===== src/rtl/dmac_pkg.sv =====
package dmac_pkg;
  localparam int IDX_W  = 5;
  localparam int ADDR_W = 32;
  localparam int SMP_W  = 16;
  localparam int POS_W  = 16;
  localparam int ST_W   = 16;
  localparam int LIST_LEN = 1 << IDX_W;

  localparam int ST_HALT = 0;
  localparam int ST_CELV = 1;
  localparam int ST_LVI  = 2;
  localparam int ST_IOC  = 3;
  localparam int ST_FIFO = 4;

  localparam int CTL_RUN   = 0;
  localparam int CTL_RR    = 1;
  localparam int CTL_LVBIE = 2;
  localparam int CTL_FEIE  = 3;
  localparam int CTL_IOCE  = 4;

  localparam int LEN_IOC_BIT  = 31;
  localparam int LEN_ZERO_BIT = 30;

  typedef logic [IDX_W-1:0]  idx_t;
  typedef logic [ADDR_W-1:0] addr_t;
  typedef logic [POS_W-1:0]  pos_t;
  typedef logic [SMP_W-1:0]  smp_t;

  typedef enum logic [2:0] {
    S_HALT, S_REQ_BASE, S_WAIT_BASE, S_REQ_LEN, S_WAIT_LEN, S_STREAM
  } seq_state_t;

  function automatic idx_t idx_inc(idx_t i);
    return i + idx_t'(1);
  endfunction

  function automatic addr_t desc_word_addr(addr_t base, idx_t i, logic second);
    return base + (addr_t'(i) << 3) + (second ? addr_t'(4) : addr_t'(0));
  endfunction

  function automatic logic [4:1] sticky_next(logic [4:1] cur, logic [4:1] set,
                                             logic [4:1] clr);
    return (cur & ~clr) | set;
  endfunction

  function automatic logic irq_of(logic [4:1] st, logic en_lvi, logic en_fifo,
                                  logic en_ioc);
    return (st[ST_IOC] & en_ioc) | (st[ST_LVI] & en_lvi) | (st[ST_FIFO] & en_fifo);
  endfunction
endpackage


===== src/rtl/dmac_sequencer.sv =====
module dmac_sequencer
  import dmac_pkg::*;
(
  input  logic  clk,
  input  logic  rst_n,
  input  logic  soft_clr,
  input  logic  run,
  input  addr_t list_base,
  input  idx_t  lvi,
  input  logic  lvi_wr,
  input  idx_t  lvi_new,
  input  logic  pos_zero,
  input  logic  mem_req_ready,
  input  logic  mem_rsp_valid,
  input  logic [31:0] mem_rsp_data,
  output logic  mem_req_valid,
  output addr_t mem_req_addr,
  output idx_t  civ,
  output logic  halted,
  output logic  done_lvi,
  output logic  streaming,
  output logic  desc_load,
  output pos_t  desc_len,
  output logic  zero_fill,
  output addr_t buf_addr,
  output logic  ev_celv,
  output logic  ev_lvi_done,
  output logic  ev_ioc
);
  seq_state_t state_q;
  idx_t  civ_q;
  logic  done_q, ioc_q, zero_q;
  addr_t buf_q;
  logic  buf_end, at_last;

  assign at_last   = (civ_q == lvi);
  assign buf_end   = (state_q == S_STREAM) && run && pos_zero;
  assign desc_load = (state_q == S_WAIT_LEN) && mem_rsp_valid;
  assign desc_len  = mem_rsp_data[POS_W-1:0];

  always_ff @(posedge clk or negedge rst_n) begin
    if (!rst_n) begin
      state_q <= S_HALT;
      civ_q   <= '0;
      done_q  <= 1'b0;
      ioc_q   <= 1'b0;
      zero_q  <= 1'b0;
      buf_q   <= '0;
    end else if (soft_clr) begin
      state_q <= S_HALT;
      civ_q   <= '0;
      done_q  <= 1'b0;
      ioc_q   <= 1'b0;
      zero_q  <= 1'b0;
      buf_q   <= '0;
    end else begin
      case (state_q)
        S_HALT: begin
          if (done_q) begin
            if (lvi_wr && (lvi_new != civ_q)) begin
              civ_q  <= idx_inc(civ_q);
              done_q <= 1'b0;
            end
          end else if (run) begin
            state_q <= S_REQ_BASE;
          end
        end
        S_REQ_BASE:  if (mem_req_ready) state_q <= S_WAIT_BASE;
        S_WAIT_BASE: if (mem_rsp_valid) begin
          buf_q   <= mem_rsp_data;
          state_q <= S_REQ_LEN;
        end
        S_REQ_LEN:   if (mem_req_ready) state_q <= S_WAIT_LEN;
        S_WAIT_LEN:  if (mem_rsp_valid) begin
          ioc_q   <= mem_rsp_data[LEN_IOC_BIT];
          zero_q  <= mem_rsp_data[LEN_ZERO_BIT];
          state_q <= S_STREAM;
        end
        S_STREAM: if (buf_end) begin
          if (at_last) begin
            done_q  <= 1'b1;
            state_q <= S_HALT;
          end else begin
            civ_q   <= idx_inc(civ_q);
            state_q <= S_REQ_BASE;
          end
        end
        default: state_q <= S_HALT;
      endcase
    end
  end

  assign mem_req_valid = (state_q == S_REQ_BASE) || (state_q == S_REQ_LEN);
  assign mem_req_addr  = desc_word_addr(list_base, civ_q, state_q == S_REQ_LEN);
  assign civ         = civ_q;
  assign halted      = (state_q == S_HALT);
  assign done_lvi    = done_q;
  assign streaming   = (state_q == S_STREAM);
  assign zero_fill   = zero_q;
  assign buf_addr    = buf_q;
  assign ev_celv     = desc_load && at_last;
  assign ev_lvi_done = buf_end && at_last;
  assign ev_ioc      = buf_end && ioc_q;
endmodule


===== src/rtl/dmac_sampler.sv =====
module dmac_sampler
  import dmac_pkg::*;
(
  input  logic clk,
  input  logic rst_n,
  input  logic soft_clr,
  input  logic desc_load,
  input  pos_t desc_len,
  input  logic zero_fill,
  input  logic active,
  input  logic link_req,
  input  logic in_valid,
  input  smp_t in_data,
  output logic in_ready,
  output logic link_valid,
  output smp_t link_data,
  output pos_t pos,
  output logic pos_zero,
  output logic ev_underrun
);
  pos_t pos_q;
  smp_t last_q, data_q;
  logic valid_q;
  logic serve, take;

  assign pos_zero    = (pos_q == '0);
  assign serve       = link_req && active && !pos_zero;
  assign take        = serve && in_valid;
  assign ev_underrun = serve && !in_valid;
  assign in_ready    = serve;

  always_ff @(posedge clk or negedge rst_n) begin
    if (!rst_n) begin
      pos_q   <= '0;
      last_q  <= '0;
      data_q  <= '0;
      valid_q <= 1'b0;
    end else if (soft_clr) begin
      pos_q   <= '0;
      last_q  <= '0;
      data_q  <= '0;
      valid_q <= 1'b0;
    end else begin
      valid_q <= link_req;
      if (desc_load)  pos_q <= desc_len;
      else if (take)  pos_q <= pos_q - pos_t'(1);
      if (take) begin
        data_q <= in_data;
        last_q <= in_data;
      end else if (ev_underrun) begin
        data_q <= zero_fill ? smp_t'(0) : last_q;
      end else if (link_req) begin
        data_q <= '0;
      end
    end
  end

  assign link_valid = valid_q;
  assign link_data  = data_q;
  assign pos        = pos_q;
endmodule


===== src/rtl/dmac_status.sv =====
module dmac_status
  import dmac_pkg::*;
(
  input  logic clk,
  input  logic rst_n,
  input  logic soft_clr,
  input  logic halted,
  input  logic ev_celv,
  input  logic ev_lvi,
  input  logic ev_ioc,
  input  logic ev_fifo,
  input  logic clr_we,
  input  logic [4:1] clr_mask,
  input  logic en_lvi,
  input  logic en_fifo,
  input  logic en_ioc,
  output logic [ST_W-1:0] status,
  output logic irq
);
  logic [4:1] sticky_q, set_v, clr_v;

  always_comb begin
    set_v          = '0;
    set_v[ST_CELV] = ev_celv;
    set_v[ST_LVI]  = ev_lvi;
    set_v[ST_IOC]  = ev_ioc;
    set_v[ST_FIFO] = ev_fifo;
    clr_v          = clr_we ? clr_mask : 4'b0;
  end

  always_ff @(posedge clk or negedge rst_n) begin
    if (!rst_n)        sticky_q <= '0;
    else if (soft_clr) sticky_q <= '0;
    else               sticky_q <= sticky_next(sticky_q, set_v, clr_v);
  end

  assign status = {{(ST_W-5){1'b0}}, sticky_q, halted};
  assign irq    = irq_of(sticky_q, en_lvi, en_fifo, en_ioc);
endmodule


===== src/rtl/dmac_channel.sv =====
module dmac_channel
  import dmac_pkg::*;
(
  input  logic        clk,
  input  logic        rst_n,
  input  logic        reg_we,
  input  logic [3:0]  reg_addr,
  input  logic [3:0]  reg_be,
  input  logic [31:0] reg_wdata,
  output logic [31:0] reg_rdata,
  output logic        mem_req_valid,
  input  logic        mem_req_ready,
  output logic [ADDR_W-1:0] mem_req_addr,
  input  logic        mem_rsp_valid,
  input  logic [31:0] mem_rsp_data,
  output logic [ADDR_W-1:0] buf_addr,
  input  logic        link_req,
  output logic        link_valid,
  output logic [SMP_W-1:0] link_data,
  input  logic        in_valid,
  output logic        in_ready,
  input  logic [SMP_W-1:0] in_data,
  output logic        irq
);
  localparam int IPAD = 8 - IDX_W;

  addr_t base_q;
  idx_t  lvi_q;
  logic  run_q, rr_q, lvbie_q, feie_q, ioce_q;
  logic  wr_w0, wr_w1, wr_w2;
  logic  soft_clr, lvi_wr, clr_we, ctl_wr, active;
  idx_t  lvi_new, civ, piv;
  logic  halted, done_lvi, streaming, desc_load, zero_fill, pos_zero;
  pos_t  desc_len, pos;
  logic  ev_celv, ev_lvi_done, ev_ioc, ev_underrun;
  logic [ST_W-1:0] status;
  logic [7:0] ctrl;

  assign soft_clr = rr_q;
  assign wr_w0  = reg_we && (reg_addr[3:2] == 2'd0) && !rr_q;
  assign wr_w1  = reg_we && (reg_addr[3:2] == 2'd1) && !rr_q;
  assign wr_w2  = reg_we && (reg_addr[3:2] == 2'd2) && !rr_q;
  assign lvi_wr = wr_w1 && reg_be[1];
  assign lvi_new = reg_wdata[8 +: IDX_W];
  assign clr_we = wr_w1 && reg_be[2];
  assign ctl_wr = wr_w2 && reg_be[3];

  always_ff @(posedge clk or negedge rst_n) begin
    if (!rst_n) begin
      base_q  <= '0;
      lvi_q   <= '0;
      run_q   <= 1'b0;
      rr_q    <= 1'b0;
      lvbie_q <= 1'b0;
      feie_q  <= 1'b0;
      ioce_q  <= 1'b0;
    end else if (rr_q) begin
      lvi_q <= '0;
      run_q <= 1'b0;
      rr_q  <= 1'b0;
    end else begin
      for (int b = 0; b < 4; b++)
        if (wr_w0 && reg_be[b]) base_q[8*b +: 8] <= reg_wdata[8*b +: 8];
      if (lvi_wr) lvi_q <= lvi_new;
      if (ctl_wr) begin
        run_q   <= reg_wdata[24 + CTL_RUN];
        rr_q    <= reg_wdata[24 + CTL_RR];
        lvbie_q <= reg_wdata[24 + CTL_LVBIE];
        feie_q  <= reg_wdata[24 + CTL_FEIE];
        ioce_q  <= reg_wdata[24 + CTL_IOCE];
      end
    end
  end

  assign active = streaming && run_q;
  assign piv    = idx_inc(civ);
  assign ctrl   = {3'b000, ioce_q, feie_q, lvbie_q, rr_q, run_q};

  dmac_sequencer u_seq (
    .clk(clk), .rst_n(rst_n), .soft_clr(soft_clr), .run(run_q),
    .list_base(base_q), .lvi(lvi_q), .lvi_wr(lvi_wr), .lvi_new(lvi_new),
    .pos_zero(pos_zero), .mem_req_ready(mem_req_ready),
    .mem_rsp_valid(mem_rsp_valid), .mem_rsp_data(mem_rsp_data),
    .mem_req_valid(mem_req_valid), .mem_req_addr(mem_req_addr),
    .civ(civ), .halted(halted), .done_lvi(done_lvi), .streaming(streaming),
    .desc_load(desc_load), .desc_len(desc_len), .zero_fill(zero_fill),
    .buf_addr(buf_addr), .ev_celv(ev_celv), .ev_lvi_done(ev_lvi_done),
    .ev_ioc(ev_ioc)
  );

  dmac_sampler u_smp (
    .clk(clk), .rst_n(rst_n), .soft_clr(soft_clr), .desc_load(desc_load),
    .desc_len(desc_len), .zero_fill(zero_fill), .active(active),
    .link_req(link_req), .in_valid(in_valid), .in_data(in_data),
    .in_ready(in_ready), .link_valid(link_valid), .link_data(link_data),
    .pos(pos), .pos_zero(pos_zero), .ev_underrun(ev_underrun)
  );

  dmac_status u_st (
    .clk(clk), .rst_n(rst_n), .soft_clr(soft_clr), .halted(halted),
    .ev_celv(ev_celv), .ev_lvi(ev_lvi_done), .ev_ioc(ev_ioc),
    .ev_fifo(ev_underrun), .clr_we(clr_we),
    .clr_mask(reg_wdata[16+ST_FIFO:16+ST_CELV]),
    .en_lvi(lvbie_q), .en_fifo(feie_q), .en_ioc(ioce_q),
    .status(status), .irq(irq)
  );

  always_comb begin
    case (reg_addr[3:2])
      2'd0:    reg_rdata = base_q;
      2'd1:    reg_rdata = {status, {IPAD{1'b0}}, lvi_q, {IPAD{1'b0}}, civ};
      2'd2:    reg_rdata = {ctrl, {IPAD{1'b0}}, piv, pos};
      default: reg_rdata = '0;
    endcase
  end
endmodule


===== config.mk =====
export PLATFORM = sky130hd
export DESIGN_NAME = dmac_channel
export DESIGN_NICKNAME = d
export VERILOG_FILES = /design/src/rtl/dmac_pkg.sv /design/src/rtl/dmac_sequencer.sv /design/src/rtl/dmac_sampler.sv /design/src/rtl/dmac_status.sv /design/src/rtl/dmac_channel.sv
export SDC_FILE = /design/constraint.sdc
export NUM_CORES = 1
export LEC_CHECK = 0
export CAP_MARGIN = 25
export CORE_ASPECT_RATIO = 1.5
export CORE_MARGIN = 2
export CORE_UTILIZATION = 25
export DETAILED_ROUTE_END_ITERATION = 7
export DONT_BUFFER_PORTS = 1
export GPL_TIMING_DRIVEN = 0
export HOLD_SLACK_MARGIN = 0.08
export RECOVER_POWER = 50
export SYNTH_ARGS = -nofsm -noshare
export SYNTH_HDL_FRONTEND = slang
export SYNTH_SLANG_ARGS = --single-unit

===== constraint.sdc =====
create_clock -name clk -period 3.4 [get_ports clk]
set_input_delay 0.17 -clock clk [delete_from_list [all_inputs] [get_ports clk]]
set_output_delay 0.17 -clock clk [all_outputs]
set_load 0.02 [all_outputs]

### After elaboration in Yosys (flattened, before gate mapping)

Index checks and enable logic that the tools add are counted.

| storage, ports and cells | value |
|---|---|
| register bits after elaboration | 138 |
| input bits | 95 |
| output and inout bits | 116 |
| logic and storage cells | 156 |

| operators by class | value |
|---|---|
| $add $sub $neg | 4 |
| equality and inequality tests | 20 |
| mux-type cells | 52 |
| bitwise operators | 9 |
| reduce and logical (&&, ||, !) cells | 50 |

Operators by type and width:

| operator | number |
|---|---|
| two-way mux 16 bit | 10 |
| two-way mux 32 bit | 3 |
| one-hot mux 32 bit (3 select lines) | 1 |
| two-way mux 5 bit | 7 |
| adder 32 bit | 1 |
| adder 32 x 8 -> 32 bit | 1 |
| two-way mux 3 bit | 9 |
| logical AND 1 bit | 24 |
| inequality test 3 bit (second input constant) | 7 |
| one-hot mux 3 bit (6 select lines) | 1 |
| two-way mux 1 bit | 17 |
| zero test 16 bit | 1 |
| subtractor 16 x 1 -> 16 bit (second input constant) | 1 |
| AND reduction 2 bit | 7 |
| inequality test 3 x 2 -> 1 bit (second input constant) | 4 |
| nonzero test 2 bit | 6 |
| one-hot mux 5 bit (2 select lines) | 1 |
| two-way mux 4 bit | 2 |
| AND reduction 7 bit | 1 |
| == test 3 x 2 -> 1 bit (second input constant) | 2 |
| == test 3 bit (second input constant) | 2 |
| nonzero test 3 bit | 2 |
| adder 5 x 1 -> 5 bit (second input constant) | 1 |
| == test 5 bit | 1 |
| other kinds (18) | 23 |

### Logic depth before layout (Yosys ltp)

| depth | value |
|---|---|
| depth in word-level cells | 9 |
| depth in mapped cells | 12 |
| gate-level depth less buffers | 11 |

### Modules after synthesis

From an unflattened synthesis, not the netlist that was laid out.

| second synthesis, totals | value |
|---|---|
| cells, all modules | 851 |
| area total of the unflattened synthesis | 8299.2 um^2 |

By module, submodules not included:

| module | instances | cells each | area each (um^2) |
|---|---|---|---|
| dmac_sequencer | 1 | 361 | 2989.1 |
| dmac_sampler | 1 | 253 | 2572.5 |
| dmac_channel | 1 | 206 | 2464.9 |
| dmac_status | 1 | 31 | 272.8 |

### Worst setup path after synthesis

No wires, ideal clock.

| timing | value |
|---|---|
| path type | reg-to-output |
| start | register u_seq.state_q[2] |
| end | output mem_req_addr[20] |
| arrival time | 2.974 ns |
| data required time | 3.230 ns |
| setup slack | 0.256 ns |
| cell stages (with the launch flop) | 13 |
| path buffers | 1 |
| path through | dfrtp_1 -> buf_2 -> nor2b_1 -> and2_1 -> ha_1 -> inv_1 -> fa_1 -> nor2b_1 -> o21ai_0 -> a21boi_0 -> o31a_1 -> and3_1 -> xor2_1 |

| between the ends | value |
|---|---|
| longest elaborated chain between the ends | 3 |

RTL lines:

| item | RTL line | source |
|---|---|---|
| start: declaration | dmac_sequencer.sv:30 | `seq_state_t state_q;` |
| start signal: assignment | dmac_sequencer.sv:43 | `state_q <= S_HALT;` |
| start signal: assignment | dmac_sequencer.sv:50 | `state_q <= S_HALT;` |
| start signal: assignment | dmac_sequencer.sv:65 | `state_q <= S_REQ_BASE;` |
| == test 3 x 2 -> 1 bit | dmac_sequencer.sv:94 | `assign mem_req_addr = desc_word_addr(list_base, civ_q, state_q == S_REQ_LEN);` |
| two-way mux 3 bit | dmac_pkg.sv:38 | `return base + (addr_t'(i) << 3) + (second ? addr_t'(4) : addr_t'(0));` |
| adder 32 bit | dmac_pkg.sv:38 |  |
| end: declaration | dmac_channel.sv:13 | `output logic [ADDR_W-1:0] mem_req_addr,` |

No other way between the ends.

### Worst setup path in the final report

| timing | value |
|---|---|
| start | register u_seq.state_q[2] |
| end | output mem_req_addr[26] |

Same word-level chain as after synthesis.

==> results.py <==
metrics = {
    "die": {
        "die_w_um": 144,
        "core_area_um2": 28800,
        "dieHeight_um": 214,
        "die_area_um2": 30800,
        "row_count": 76,
        "start_util_pct": 25.5,
        "ios": 211,
    },
    "run_status": {
        "violations": "capacitance limit, slew limit",
        "status": "finished with violations",
    },
    "timing": {
        "rsz0062_at_grt": "true",
        "tns_ns": 0,
        "hold_viol": 0,
        "setup_violations": 0,
        "hold_ws_ns": 0.166,
        "finalCriticalPeriod_ns": 3.27,
        "timing.final.crit_share_pct": 96.2,
        "relSlewSlack_pct": -29.4,
        "worst_slew_pin_slew_ns": 1.94,
        "max_clock_freq_mhz": 306,
        "slew_violations": 139,
        "skew_ns": 0.0107,
    },
    "clocking": {
        "numClockSinks": 138,
        "cts-htree-levels": 4,
        "clk_latency_ns": 0.44,
        "cts_made_buffers": 17,
        "cts_tree": "done",
        "clk_pin_slew_ns": 0.06,
        "root_buffer": "clkbuf_16",
        "clock_path_buffers": 2,
    },
    "global_route": {
        "antenna_found_initial": 1,
        "grt_pass1_vias": 6636,
        "grtUsageTotal_pct": 16.9,
        "busiest_layer": "met2",
        "grt_max_degree": 139,
        "grt_overflow": 0,
        "grt_use_met1_pct": 17.6,
        "grt_pass1_wl_um": 38200,
        "grt_use_met3_pct": 4.56,
        "grt_use_met2_pct": 30.7,
    },
    "pwr": {
        "p_per_area_nw_per_um2": 748,
        "p_sw_share_pct": 40.6,
        "intPower_w": 0.00429,
        "clkPwrFrac_pct": 27.7,
        "p_leak_nw": 4.23,
        "pwr-share-comb_pct": 33.2,
        "vdd_drop_max_mv": 0.396,
        "pwr-share-seq_pct": 39.0,
        "switchingPower_w": 0.00293,
    },
    "worst_setup_path": {
        "cp-endpoint": "mem_req_addr[26]",
        "r2r-start": "u_smp.pos[0]",
        "worstPathMaxFanout": 7,
        "crit_start": "u_seq.state_q[2]",
        "cp.required_ns": 3.23,
        "endpoint_kind": "output pin",
        "r2r_end": "u_smp.link_data[13]",
        "cp_data_arrival_time_ns": 3.10,
        "reg2reg_slack_ns": 0.63,
        "crit_type": "reg -> out",
        "startpoint_type": "flop",
        "r2r_cells": 9,
    },
    "synthesis": {
        "synthCells": 788,
        "synth_fp_nets": 893,
        "avgSynthCellArea_um2": 9.31,
        "synthFlopType": "dfrtp_1",
        "synth_common_cells": "nand2_1 (142), dfrtp_1 (138), nor2_1 (61)",
        "ys_top_cells_by_area": "dfrtp_1 (47%), nand2_1 (7.3%), mux2_2 (4.8%)",
        "yosysUniqueCellTypes": 53,
        "ys_seq_area_share_pct": 47.1,
        "yosysTopAreaCellShare_pct": 47.1,
        "yosysMostFrequentCell": "nand2_1",
        "ys_seq_elements": 138,
        "synth_top_area_cell": "dfrtp_1",
        "synth_area_um2": 7340,
        "synth-edff-count": 0,
        "synthArstFlopShare_pct": 100,
        "yosysWarnings": 0,
    },
    "cells_and_area": {
        "final_nets": 1006,
        "syn2layout_area_growth_pct": 31.6,
        "drive_above_1_share_pct": 12.5,
    },
    "routing": {
        "drt_pass1_iterations": 5,
        "detail_route.wl_per_cell_um": 19.5,
        "antenna_left": 0,
        "wirelength_um": 25500,
        "via_per_inst": 4.85,
        "first_iter_violations": 488,
        "drc": 0,
        "vias": 6328,
    },
    "min_path": {
        "hold_class": "in -> reg",
    },
    "job": {
        "cap_violations": 1,
    },
    "placed_design": {
        "dp_hpwl_um": 18900,
        "io_buffers": 0,
        "place.gp.congestion": 0.861,
    },
}
[flip-flops by register name, summed over array words and instances (netlist names)]
register,cells
u_seq.zero_fill,1
u_smp.link_data,16
u_seq.civ,5
u_smp.last_q,16
base_q,32
ioce_q,1
u_seq.buf_addr,32
u_seq.done_lvi,1
u_seq.state_q,3
lvi_q,5
run_q,1
feie_q,1
lvbie_q,1
rr_q,1
u_smp.link_valid,1
u_st.sticky_q,4
u_seq.ioc_q,1
u_smp.pos,16
[layout make-up]
cell class | instances | area, um^2
fill | 2887 | 19200
multi-input combinational | 564 | 3810
timing repair buffer | 96 | 953
clock inverter | 14 | 196
inverter | 38 | 143
sequential | 138 | 3450
antenna | 1 | 2.50
tap | 390 | 488
buffer | 46 | 178
clock buffer | 18 | 429
[cells by family (layout without fill, tap and decap cells)]
logic type	after synthesis	count (layout)	share of synthesized area, %
flip-flops	138	138	47.1
adder cells (fa/ha/maj)	10	10	1.81
multiplexers	59	59	8.58
XOR/XNOR	53	53	6.33
buffers and inverters	86	212	4.59
other	0	1	0
AO/OA/AOI/OAI	144	144	12.9
AND/OR/NAND/NOR	298	298	18.7
[placed cells by master (no fill, tap or decap), drive strengths merged, types with 18 or more instances in the layout]
| cell type | n |
|---|---|
| nand3 | 18 |
| clkbuf | 58 |
| xnor2 | 31 |
| o21ai | 25 |
| mux2i | 28 |
| nor2 | 61 |
| dlygate4sd3 | 89 |
| dfrtp | 138 |
| xor2 | 22 |
| a21oi | 60 |
| inv | 40 |
| nand2 | 142 |
| mux2 | 31 |
[how the worst min path moves through the flow]
stage	startpoint	endpoint	slack, ns	cells after the start
2_1_floorplan	rst_n	base_q[0]	-0.13	0
3_3_place_gp	rst_n	u_smp.link_data[11]	-0.12	0
3_5_place_dp	rst_n	u_smp.link_data[11]	-0.12	0
4_1_cts	reg_be[2]	u_st.sticky_q[1]	0.14	4
5_1_grt	reg_be[2]	u_st.sticky_q[4]	0.20	4
6_report	reg_be[2]	u_st.sticky_q[1]	0.17	4
[metrics by stage]
step	std cells	instance area, um^2	utilization [%]	setup slack (ns)	total power (W)
floorplan	788	7340	-	0.256	0.00438
global placement	1178	7830	27.2	-0.675	0.00490
detailed placement	1179	7830	27.2	-0.723	0.00496
CTS	1303	9650	33.5	0.0393	0.00725
global route	1304	9660	33.5	-0.0311	0.00763
finish	1305	9660	33.5	0.128	0.00722
[repair_timing]
action,CTS,global route
pin swaps,4,3
setup buffers,3,2
endpoints found under the setup margin,25,16
gates resized for setup,44,5
hold endpoints to repair,270,0
hold buffers,90,0
[power groups by stage]
stage,combinational (W),sequential [W],clock (W)
final,0.00240,0.00282,0.00200
after global routing,0.00263,0.00288,0.00212
after CTS,0.00240,0.00281,0.00204
after detailed placement,0.00216,0.00280,0
after global placement,0.00212,0.00279,0
after floorplan,0.00176,0.00262,0
[critical path, cell delays in order (launching register included)]
cell and delay [ns]:
dfrtp_2 0.43, nor2b_4 0.25, and2_4 0.23, ha_4 0.14, inv_2 0.03, fa_2 0.33, nor2b_1 0.14, o21ai_2 0.08
a21boi_2 0.26, o31a_2 0.19, buf_12 0.13, and3_4 0.21, xor2_4 0.23
[per-layer routing]
layer  share of wire, %  routed length [um]
met5                  0                   0
met4                3.9                 994
met3                6.0                1540
met2                 53               13600
met1                 37                9410
(Power assumes the default switching activity.)
